[src/rtl/bat_pkg.sv]
package bat_pkg;

    localparam int ADDR_W    = 32;
    localparam int PAGE_BITS = 12;
    localparam int RPN_W     = ADDR_W - PAGE_BITS;
    localparam int BASE_LSB  = 17;
    localparam int LEN_LSB   = 2;
    localparam int LEN_W     = 11;
    localparam int LEN_SHIFT = 15;
    localparam int BIT_UVAL  = 0;
    localparam int BIT_SVAL  = 1;

    localparam logic [ADDR_W-1:0] BASE_FIELD =
        {{(ADDR_W-BASE_LSB){1'b1}}, {BASE_LSB{1'b0}}};
    localparam logic [ADDR_W-1:0] LEN_FIELD =
        {{(ADDR_W-LEN_LSB-LEN_W){1'b0}}, {LEN_W{1'b1}}, {LEN_LSB{1'b0}}};

    typedef enum logic [1:0] {
        ACC_LOAD  = 2'b00,
        ACC_STORE = 2'b01,
        ACC_FETCH = 2'b10,
        ACC_RSVD  = 2'b11
    } acc_kind_e;

    typedef enum logic {
        SIDE_DATA  = 1'b0,
        SIDE_INSTR = 1'b1
    } side_e;

    typedef struct packed {
        logic [ADDR_W-1:0] upper;
        logic [ADDR_W-1:0] lower;
    } blk_pair_t;

    typedef struct packed {
        logic rd;
        logic wr;
        logic ex;
    } perm_t;

    typedef struct packed {
        logic             hit;
        logic [RPN_W-1:0] rpage;
        perm_t            perm;
    } match_t;

    function automatic logic [ADDR_W-1:0] block_mask(input logic [ADDR_W-1:0] upper);
        return BASE_FIELD & ~((upper & LEN_FIELD) << LEN_SHIFT);
    endfunction

    function automatic perm_t decode_rights(input logic [1:0] code);
        perm_t p;
        p.rd = (code != 2'b00);
        p.ex = (code != 2'b00);
        p.wr = (code == 2'b10);
        return p;
    endfunction

    function automatic logic right_granted(input acc_kind_e kind, input perm_t p);
        case (kind)
            ACC_FETCH: return p.ex;
            ACC_STORE: return p.wr;
            default:   return p.rd;
        endcase
    endfunction

endpackage

[src/rtl/bat_regfile.sv]
module bat_regfile
    import bat_pkg::*;
#(
    parameter int N_ENTRIES = 4,
    localparam int IDX_W = (N_ENTRIES > 1) ? $clog2(N_ENTRIES) : 1
) (
    input  logic                         clk,
    input  logic                         rst,
    input  logic                         cfg_we,
    input  logic                         cfg_side,
    input  logic [IDX_W-1:0]             cfg_idx,
    input  logic                         cfg_hi,
    input  logic [ADDR_W-1:0]            cfg_wdata,
    output blk_pair_t [N_ENTRIES-1:0]    instr_q,
    output blk_pair_t [N_ENTRIES-1:0]    data_q
);

    always_ff @(posedge clk) begin
        if (rst) begin
            instr_q <= '0;
            data_q  <= '0;
        end else if (cfg_we) begin
            if (cfg_side == SIDE_INSTR) begin
                if (cfg_hi) instr_q[cfg_idx].upper <= cfg_wdata;
                else        instr_q[cfg_idx].lower <= cfg_wdata;
            end else begin
                if (cfg_hi) data_q[cfg_idx].upper <= cfg_wdata;
                else        data_q[cfg_idx].lower <= cfg_wdata;
            end
        end
    end

    AST_CFG_INSTR_UPPER: assert property (@(posedge clk) disable iff (rst)
        (cfg_we && cfg_side && cfg_hi) |=> instr_q[$past(cfg_idx)].upper == $past(cfg_wdata));
    AST_CFG_DATA_LOWER: assert property (@(posedge clk) disable iff (rst)
        (cfg_we && !cfg_side && !cfg_hi) |=> data_q[$past(cfg_idx)].lower == $past(cfg_wdata));

endmodule

[src/rtl/bat_entry_match.sv]
module bat_entry_match
    import bat_pkg::*;
(
    input  blk_pair_t         pair,
    input  logic [ADDR_W-1:0] ea,
    input  logic              user,
    output match_t            res
);

    logic [ADDR_W-1:0] mask;
    logic [ADDR_W-1:0] raddr;
    logic              enabled;
    logic              match;

    always_comb begin
        mask    = block_mask(pair.upper);
        enabled = user ? pair.upper[BIT_UVAL] : pair.upper[BIT_SVAL];
        match   = enabled && ((ea & mask) == (pair.upper & BASE_FIELD));
        raddr   = (pair.lower & mask) | (ea & ~mask);
        res     = '0;
        if (match) begin
            res.hit   = 1'b1;
            res.rpage = raddr[ADDR_W-1:PAGE_BITS];
            res.perm  = decode_rights(pair.lower[1:0]);
        end
    end

endmodule

[src/rtl/bat_first_hit.sv]
module bat_first_hit
    import bat_pkg::*;
#(
    parameter int N_ENTRIES = 4
) (
    input  logic                      clk,
    input  logic                      rst,
    input  match_t [N_ENTRIES-1:0]    cand,
    output match_t                    pick
);

    logic [N_ENTRIES-1:0] hits;
    logic [N_ENTRIES-1:0] grant;
    logic                 taken;

    always_comb begin
        taken = 1'b0;
        grant = '0;
        for (int i = 0; i < N_ENTRIES; i++) begin
            hits[i] = cand[i].hit;
            if (cand[i].hit && !taken) begin
                grant[i] = 1'b1;
                taken    = 1'b1;
            end
        end
    end

    always_comb begin
        pick = '0;
        for (int i = 0; i < N_ENTRIES; i++) begin
            if (grant[i]) pick = match_t'(pick | cand[i]);
        end
    end

    AST_GRANT_ONEHOT: assert property (@(posedge clk) disable iff (rst)
        $onehot0(grant));
    AST_ANY_HIT_PICKED: assert property (@(posedge clk) disable iff (rst)
        (|hits) |-> pick.hit);

endmodule

[src/rtl/bat_xlate.sv]
module bat_xlate
    import bat_pkg::*;
#(
    parameter int N_ENTRIES = 4,
    localparam int IDX_W = (N_ENTRIES > 1) ? $clog2(N_ENTRIES) : 1
) (
    input  logic              clk,
    input  logic              rst,
    input  logic              cfg_we,
    input  logic              cfg_side,
    input  logic [IDX_W-1:0]  cfg_idx,
    input  logic              cfg_hi,
    input  logic [31:0]       cfg_wdata,
    input  logic              req_valid,
    input  logic [1:0]        req_kind,
    input  logic              req_user,
    input  logic [31:0]       req_ea,
    output logic              rsp_valid,
    output logic              rsp_hit,
    output logic [19:0]       rsp_rpage,
    output logic              rsp_rd,
    output logic              rsp_wr,
    output logic              rsp_ex,
    output logic              rsp_prot_fault
);

    blk_pair_t [N_ENTRIES-1:0] instr_q;
    blk_pair_t [N_ENTRIES-1:0] data_q;
    blk_pair_t [N_ENTRIES-1:0] sel_pairs;
    match_t    [N_ENTRIES-1:0] cand;
    match_t                    pick;
    acc_kind_e                 kind;

    bat_regfile #(.N_ENTRIES(N_ENTRIES)) u_regs (
        .clk       (clk),
        .rst       (rst),
        .cfg_we    (cfg_we),
        .cfg_side  (cfg_side),
        .cfg_idx   (cfg_idx),
        .cfg_hi    (cfg_hi),
        .cfg_wdata (cfg_wdata),
        .instr_q   (instr_q),
        .data_q    (data_q)
    );

    assign kind      = acc_kind_e'(req_kind);
    assign sel_pairs = (kind == ACC_FETCH) ? instr_q : data_q;

    for (genvar g = 0; g < N_ENTRIES; g++) begin : g_ent
        bat_entry_match u_match (
            .pair (sel_pairs[g]),
            .ea   (req_ea),
            .user (req_user),
            .res  (cand[g])
        );
    end

    bat_first_hit #(.N_ENTRIES(N_ENTRIES)) u_pick (
        .clk  (clk),
        .rst  (rst),
        .cand (cand),
        .pick (pick)
    );

    always_ff @(posedge clk) begin
        if (rst) begin
            rsp_valid      <= 1'b0;
            rsp_hit        <= 1'b0;
            rsp_rpage      <= '0;
            rsp_rd         <= 1'b0;
            rsp_wr         <= 1'b0;
            rsp_ex         <= 1'b0;
            rsp_prot_fault <= 1'b0;
        end else begin
            rsp_valid      <= req_valid;
            rsp_hit        <= req_valid && pick.hit;
            rsp_rpage      <= req_valid ? pick.rpage : '0;
            rsp_rd         <= req_valid && pick.perm.rd;
            rsp_wr         <= req_valid && pick.perm.wr;
            rsp_ex         <= req_valid && pick.perm.ex;
            rsp_prot_fault <= req_valid && pick.hit && !right_granted(kind, pick.perm);
        end
    end

    AST_FAULT_NEEDS_HIT: assert property (@(posedge clk) disable iff (rst)
        rsp_prot_fault |-> rsp_hit);
    AST_MISS_IS_QUIET: assert property (@(posedge clk) disable iff (rst)
        !rsp_hit |-> (rsp_rpage == '0 && !rsp_rd && !rsp_wr && !rsp_ex));
    AST_VALID_FOLLOWS: assert property (@(posedge clk) disable iff (rst)
        req_valid |=> rsp_valid);
    AST_STORE_FAULT_NO_WR: assert property (@(posedge clk) disable iff (rst)
        (req_valid && kind == ACC_STORE) |=> (rsp_prot_fault |-> !rsp_wr));
    AST_WRITE_IMPLIES_READ: assert property (@(posedge clk) disable iff (rst)
        rsp_wr |-> (rsp_rd && rsp_ex));

endmodule

[config.mk]
export PLATFORM = sky130hd
export DESIGN_NAME = bat_xlate
export DESIGN_NICKNAME = d
export VERILOG_FILES = /design/src/rtl/bat_pkg.sv /design/src/rtl/bat_regfile.sv /design/src/rtl/bat_entry_match.sv /design/src/rtl/bat_first_hit.sv /design/src/rtl/bat_xlate.sv
export SDC_FILE = /design/constraint.sdc
export NUM_CORES = 1
export LEC_CHECK = 0
export CAP_MARGIN = 20
export CORE_MARGIN = 10
export CORE_UTILIZATION = 25
export CTS_CLUSTER_DIAMETER = 50
export CTS_CLUSTER_SIZE = 16
export DETAILED_ROUTE_END_ITERATION = 6
export GPL_TIMING_DRIVEN = 0
export PLACE_DENSITY = 0.37
export SLEW_MARGIN = 20
export SYNTH_ARGS = -nofsm -noshare
export SYNTH_HDL_FRONTEND = slang
export SYNTH_SLANG_ARGS = --single-unit
[constraint.sdc]
create_clock -name clk -period 7.4 [get_ports clk]
set_input_delay 1.85 -clock clk [delete_from_list [all_inputs] [get_ports clk]]
set_output_delay 1.85 -clock clk [all_outputs]
set_load 0.05 [all_outputs]
* Word-level counts from Yosys, hierarchy flattened *
Index checks and enable logic that the tools add are counted.

storage, ports and cells
  register bits = 538
  logic and storage cells = 119
  output and inout bits = 26
  input bits = 75

cells by class
  mux-type cells = 31
  reductions and logical operators = 24
  equality and inequality tests = 10
  order comparisons = 2
  bitwise operators = 29

operator list
  cell                                                                                 count
  256-bit bitwise mux                                                                  4
  256-bit 2-to-1 mux                                                                   3
  32-bit AND                                                                           12
  64-bit demux with 2-bit select                                                       2
  24-bit 2-to-1 mux                                                                    8
  32-bit == test                                                                       4
  28-bit NOT with 32-bit output                                                        4
  32-bit NOT                                                                           4
  32-bit OR                                                                            4
  24-bit OR                                                                            3
  64-bit 2-to-1 mux                                                                    1
  32-bit 2-to-1 mux                                                                    1
  1-bit logical AND                                                                    13
  1-bit 2-to-1 mux                                                                     11
  2-bit == test, second input constant                                                 5
  2-bit nonzero test                                                                   4
  1-bit zero test                                                                      4
  2-bit AND reduction                                                                  2
  2-bit by 3-bit < comparator with 1-bit output, second input constant                 1
  2-bit by 1-bit == test with 1-bit output, second input constant                      1
  2-bit by 1-bit greater-or-equal comparator with 1-bit output, second input constant  1
  1-bit NOT                                                                            2
  1-bit case mux with 2 select lines                                                   1
  2-bit OR reduction                                                                   1

* Logic depth before layout (Yosys ltp) *
Gate-level depths: netlist of the first run.

  depth in word-level cells = 22
  mapped depth = 13
  depth with buffers taken out = 8

* Modules after synthesis *
Synthesis of the first run repeated with hierarchy kept, for this count alone.

unflattened totals
  cells, all modules = 2621
  area, all modules = 29077.9 sq um

by module, submodules not included
  module                                  area an instance (sq um)  seq. area each (sq um)  times used  cells each
  bat_regfile                             19921.6                   10249.8                 1           1773
  bat_xlate                               4852.2                    520.5                   1           345
  bat_entry_match (g_ent[1].u_match ...)  888.4                     0.0                     3           99
  bat_entry_match (g_ent[0].u_match)      973.4                     0.0                     1           99
  bat_first_hit                           665.6                     0.0                     1           107

* Worst setup path after synthesis of the first run *
No wires, ideal clock.

  path kind = input -> register
  start point = input req_kind[0]
  end point = register rsp_rpage[15]
  slack = 3068 ps
  arrival = 4239 ps
  library setup time = 93 ps
  stages = 12
  path buffers = 5
  data required time = 7307 ps
  cells stage by stage = nand2b_1 -> buf_4 -> buf_4 -> buf_2 -> a221oi_1 -> a31oi_1 -> a2111oi_0 -> nand3b_1 -> or3_1 -> buf_2 -> buf_6 -> o311ai_2

between the ends
  longest elaborated chain between the ends = 18
  elaborated cells between the ends (all ways) = 61
  classes of those cells = eq/ne: 5; mux: 19; bitwise: 27; reduce/logical: 10

RTL lines
  item                           RTL line               source
  start, declared                bat_xlate.sv:15        input logic [1:0] req_kind,
  2-bit == test (*)              bat_xlate.sv:47        assign sel_pairs = (kind == ACC_FETCH) ? instr_q : data_q;
  256-bit 2-to-1 mux (*)         bat_xlate.sv:47
  28-bit NOT with 32-bit output  bat_pkg.sv:48          return BASE_FIELD & ~((upper & LEN_FIELD) << LEN_SHIFT);
  32-bit AND                     bat_entry_match.sv:18  match = enabled && ((ea & mask) == (pair.upper & BASE_FIELD));
  32-bit == test                 bat_entry_match.sv:18
  1-bit logical AND              bat_entry_match.sv:18
  24-bit 2-to-1 mux              bat_entry_match.sv:21  if (match) begin
  1-bit 2-to-1 mux               bat_first_hit.sv:21    if (cand[i].hit && !taken) begin
  (+2 left out)                  --
  1-bit 2-to-1 mux               bat_first_hit.sv:21
  1-bit zero test                bat_first_hit.sv:21
  1-bit logical AND              bat_first_hit.sv:21
  1-bit 2-to-1 mux               bat_first_hit.sv:21
  1-bit zero test                bat_first_hit.sv:21
  1-bit logical AND              bat_first_hit.sv:21
  1-bit 2-to-1 mux               bat_first_hit.sv:21
  24-bit 2-to-1 mux (*)          bat_first_hit.sv:31    if (grant[i]) pick = match_t'(pick | cand[i]);
  end signal, assigned           bat_xlate.sv:77        rsp_rpage <= req_valid ? pick.rpage : '0;
  end, declared                  bat_xlate.sv:20        output logic [19:0] rsp_rpage,

Mark *: on every way between the ends. The rest lies on a longest branch, timed or not.
A chain may end at the register's enable or synchronous reset.

* Final worst setup path of the first run *
  start point = input req_kind[1]
  end point = register rsp_rpage[9]

The elaborated chain is that of the path after synthesis.

==> flow_metrics.env, run 1 <==
export IMPL_clk_latency_ps=650
export IMPL_seq_area_um2=7710
export IMPL_ant_nets=0
export IMPL_tightest_slew_ps=1180
export IMPL_cp_max_fo=10
export IMPL_peakVddDrop_uv=162
export IMPL_postCtsHoldBufs=0
export IMPL_cp_num_cells=13
export IMPL_p_seq_share_pct=38.2
export IMPL_antenna_found_initial=1
export IMPL_drt_iter0_markers=1546
export IMPL_worstPathRequired_ps=7920
export IMPL_syn_inst=2358
export IMPL_cts_sinks=385
export IMPL_hold_class="reg2reg"
export IMPL_yosysUniqueCellTypes=68
export IMPL_async_reset_ff_share_pct=0
export IMPL_finalCritPeriodShare_pct=91.2
export IMPL_critical_path_top_delay_family="buffers and inverters"
export IMPL_cts_buffers_inserted=61
export IMPL_instances_no_fill=3464
export IMPL_wl_per_cell_um=25.8
export IMPL_grt_pass1_vias=16751
export IMPL_slew_headroom_pct=21.6
export IMPL_area_growth_pct=21.5
export IMPL_layout_min_cycle_time_ps=6750
export IMPL_p_int_uw=4030
export IMPL_syn_area_um2=17600
export IMPL_synth_seq_cells=385
export IMPL_start_kind="primary input"
export IMPL_path_buf_inv=8
export IMPL_yosys_top_cells_area="dfxtp_1, nand2_1, a21oi_1"
export IMPL_grt_start_max_net_pins=17
export IMPL_clock_skew_ps=21.5
export IMPL_port_buffers=50
export IMPL_hp_start="u_regs.instr_q[96]"
export IMPL_timing_rr_end="rsp_rpage[8]"
export IMPL_switching_power_uw=1530
export IMPL_gp_congestion=0.892
export IMPL_synth_seq_area_share_pct=43.8
export IMPL_hold_path_end="u_regs.instr_q[96]"
export IMPL_wl_met3_um=5450
export IMPL_reg2reg_slack_ps=3590
export IMPL_cp_slowest_cell="clkdlybuf4s50_1"
export IMPL_synth_nets=2433
export IMPL_max_freq_ghz=0.148
export IMPL_grt_remaining_overflow=0
export IMPL_fill_cells=7615
export IMPL_fin_nets=2547
export IMPL_arrival_ps=7270
export IMPL_clock_root_buffer="clkbuf_16"
export IMPL_timing_hold_ws_ps=450
export IMPL_drc=9
export IMPL_run_status="complete, but fails checks"
export IMPL_ios=101
export IMPL_antenna_cells=0
export IMPL_placed_area_um2=19300
export IMPL_core_area_um2=69900
export IMPL_cts_tree="done"
export IMPL_ff2ff_path_depth=10
export IMPL_clk_path_buf_depth=3
export IMPL_dpl_hpwl_um=66900
export IMPL_path_cells="clkdlybuf4s50_1 > nor2b_2 > buf_6 > buf_6 > buf_2 > buf_2 > buf_1 > buf_1 > clkbuf_1 > nor3_1 > nor2_1 > o21ai_0 > o211ai_1"
export IMPL_drv_slew=0
export IMPL_pwr_share_comb_pct=8.0
export IMPL_cts_setup_buffers=0
export IMPL_crit_type="in2reg"
export IMPL_r2r_start="u_regs.instr_q[98]"
export IMPL_vias=17400
export IMPL_violations="DRC"
export IMPL_yosysMostFrequentCell="nand2_1"
export IMPL_htree_levels=2
export IMPL_met1Wirelength_um=39200
export IMPL_die_area_um2=81300
export IMPL_clk_pin_slew_ps=60
export IMPL_dp_cells=3349
export IMPL_grt_total_usage_pct=21.3
export IMPL_hold_viol=0
export IMPL_clockPowerShare_pct=53.8
export IMPL_finalSetupViolCount=0
export IMPL_dr_pass1_iters=7
export IMPL_leakage_uw=0.00688
export IMPL_yosysTopAreaCell="dfxtp_1"
export IMPL_synth_edf_count=0
export IMPL_multi_input_area_um2=9020
export IMPL_via_per_inst=5.02
export IMPL_drive_gt1_share_pct=6.42
export IMPL_yosysTopAreaCellShare_pct=43.8
export IMPL_route_met2_wl_um=41900
export IMPL_core_rowCount=97
export IMPL_final_util_pct=30.6
export IMPL_rsz0062_at_grt="false"
export IMPL_worstSetupEndpointType="register"
export IMPL_hold_depth=2
export IMPL_fin_area_um2=21400
export IMPL_netSwitchingFraction_pct=27.5
export IMPL_grt_pass1_wl_um=125000
export IMPL_maxCapViolations=0
export IMPL_die_width_um=285
export IMPL_yosys_warnings=0
export IMPL_cts_resized=0
export IMPL_tns_ps=0
export IMPL_powerDensity_nw_per_um2=260
export IMPL_top_layer="met4"
export IMPL_max_stage_delay_ps=1040
export IMPL_routed_wl_um=89200
export IMPL_die_h_um=285
export IMPL_synth_common_cells="nand2_1, a21oi_1, dfxtp_1"
export IMPL_synthFlopType="dfxtp_1"
export IMPL_start_util_pct=25.2
export IMPL_syn_avg_cell_area_um2=7.46
sequential cells by signal, summed over array words and instances (netlist names):
register,flops
rsp_hit,1
rsp_prot_fault,1
rsp_rd,1
rsp_rpage,20
rsp_valid,1
rsp_wr,1
u_regs.data_q,180
u_regs.instr_q,180
cells in the final DEF, fill, tap and decap left out, types with 6 or more instances in the layout:
| master | count |
|---|---|
| nand2_1 | 795 |
| a21oi_1 | 388 |
| dfxtp_1 | 385 |
| clkbuf_1 | 168 |
| nor3_1 | 90 |
| xnor2_1 | 72 |
| clkbuf_16 | 61 |
| nor2_1 | 58 |
| clkdlybuf4s50_1 | 50 |
| mux2i_1 | 48 |
| nor2b_1 | 42 |
| o21ai_0 | 38 |
| nand2b_1 | 35 |
| o31ai_1 | 17 |
| or4_1 | 15 |
| o22a_1 | 13 |
| clkbuf_2 | 12 |
| inv_1 | 12 |
| or3_1 | 12 |
| inv_6 | 12 |
| buf_2 | 11 |
| nand4_1 | 11 |
| nand3_1 | 10 |
| buf_1 | 9 |
| xor2_1 | 8 |
| clkinvlp_4 | 8 |
| nand3b_1 | 7 |
| a211o_1 | 7 |
| o221ai_1 | 7 |
| clkinv_2 | 7 |
| clkbuf_8 | 7 |
| or4b_2 | 6 |
| bufinv_16 | 6 |
kinds of logic (layout without fill, tap and decap cells):
group           count (synthesis)  after routing  synth area share [%]
flops                         385            385                  43.8
xor+xnor                       80             80                  3.98
simple gates                 1107           1107                  27.1
compound gates                522            522                  16.8
mux                            54             54                  3.37
buf+inv                       210            376                  4.96
power groups by stage:
stage	registers [µW]	clock network, µW	logic (µW)
floorplan	2160	0	231
global placement	2160	0	439
detailed placement	2160	0	440
CTS	2120	3030	441
global route	2120	3120	469
finish	2120	2990	444
layer usage:
metal	track usage, %	up-vias
met4	6.40	0
li1	-	8146
met2	35.7	594
met3	3.94	132
met5	0	-
met1	27.3	8528
worst min-delay path, delay by kind of cell (launching register included):
| kind | cells | cell delay [ps] |
|---|---|---|
| AOI/OAI and AO/OA | 1 | 50 |
| and+or+nand+nor | 1 | 50 |
| DFF | 1 | 300 |
cell type report:
type | instances | area share (%)
plain buffers | 198 | 3.89
clock buffers | 78 | 7.77
clock inverters | 37 | 2.00
inverters | 12 | 0.211
multi-input cells | 1763 | 42.2
flip-flops and latches | 385 | 36.1
well taps | 940 | 5.50
repair buffers | 51 | 2.37
per-stage QoR:
| stage | worst slack, ps | power, µW |
|---|---|---|
| floorplan | 3070 | 2390 |
| global placement | -870 | 2600 |
| detailed placement | -59.2 | 2600 |
| CTS | 583 | 5590 |
| global route | 461 | 5710 |
| finish | 651 | 5550 |
worst max path at each step:
stage                 from  slack, ps            end
2_1_floorplan  req_kind[0]       3070  rsp_rpage[15]
3_3_place_gp   req_kind[0]       -870   rsp_rpage[8]
3_5_place_dp   req_kind[1]        -60   rsp_rpage[9]
4_1_cts        req_kind[1]        580   rsp_rpage[9]
5_1_grt        req_kind[1]        460   rsp_rpage[9]
6_report       req_kind[1]        650   rsp_rpage[9]
No activity file was read; power rests on OpenSTA's default activity.
==> run 2: changes to the inputs <==
Settings changed: TNS_END_PERCENT from default to 30.
==> results of run 2 <==
Final layout, timing and power as in run 1 (identical DEF).
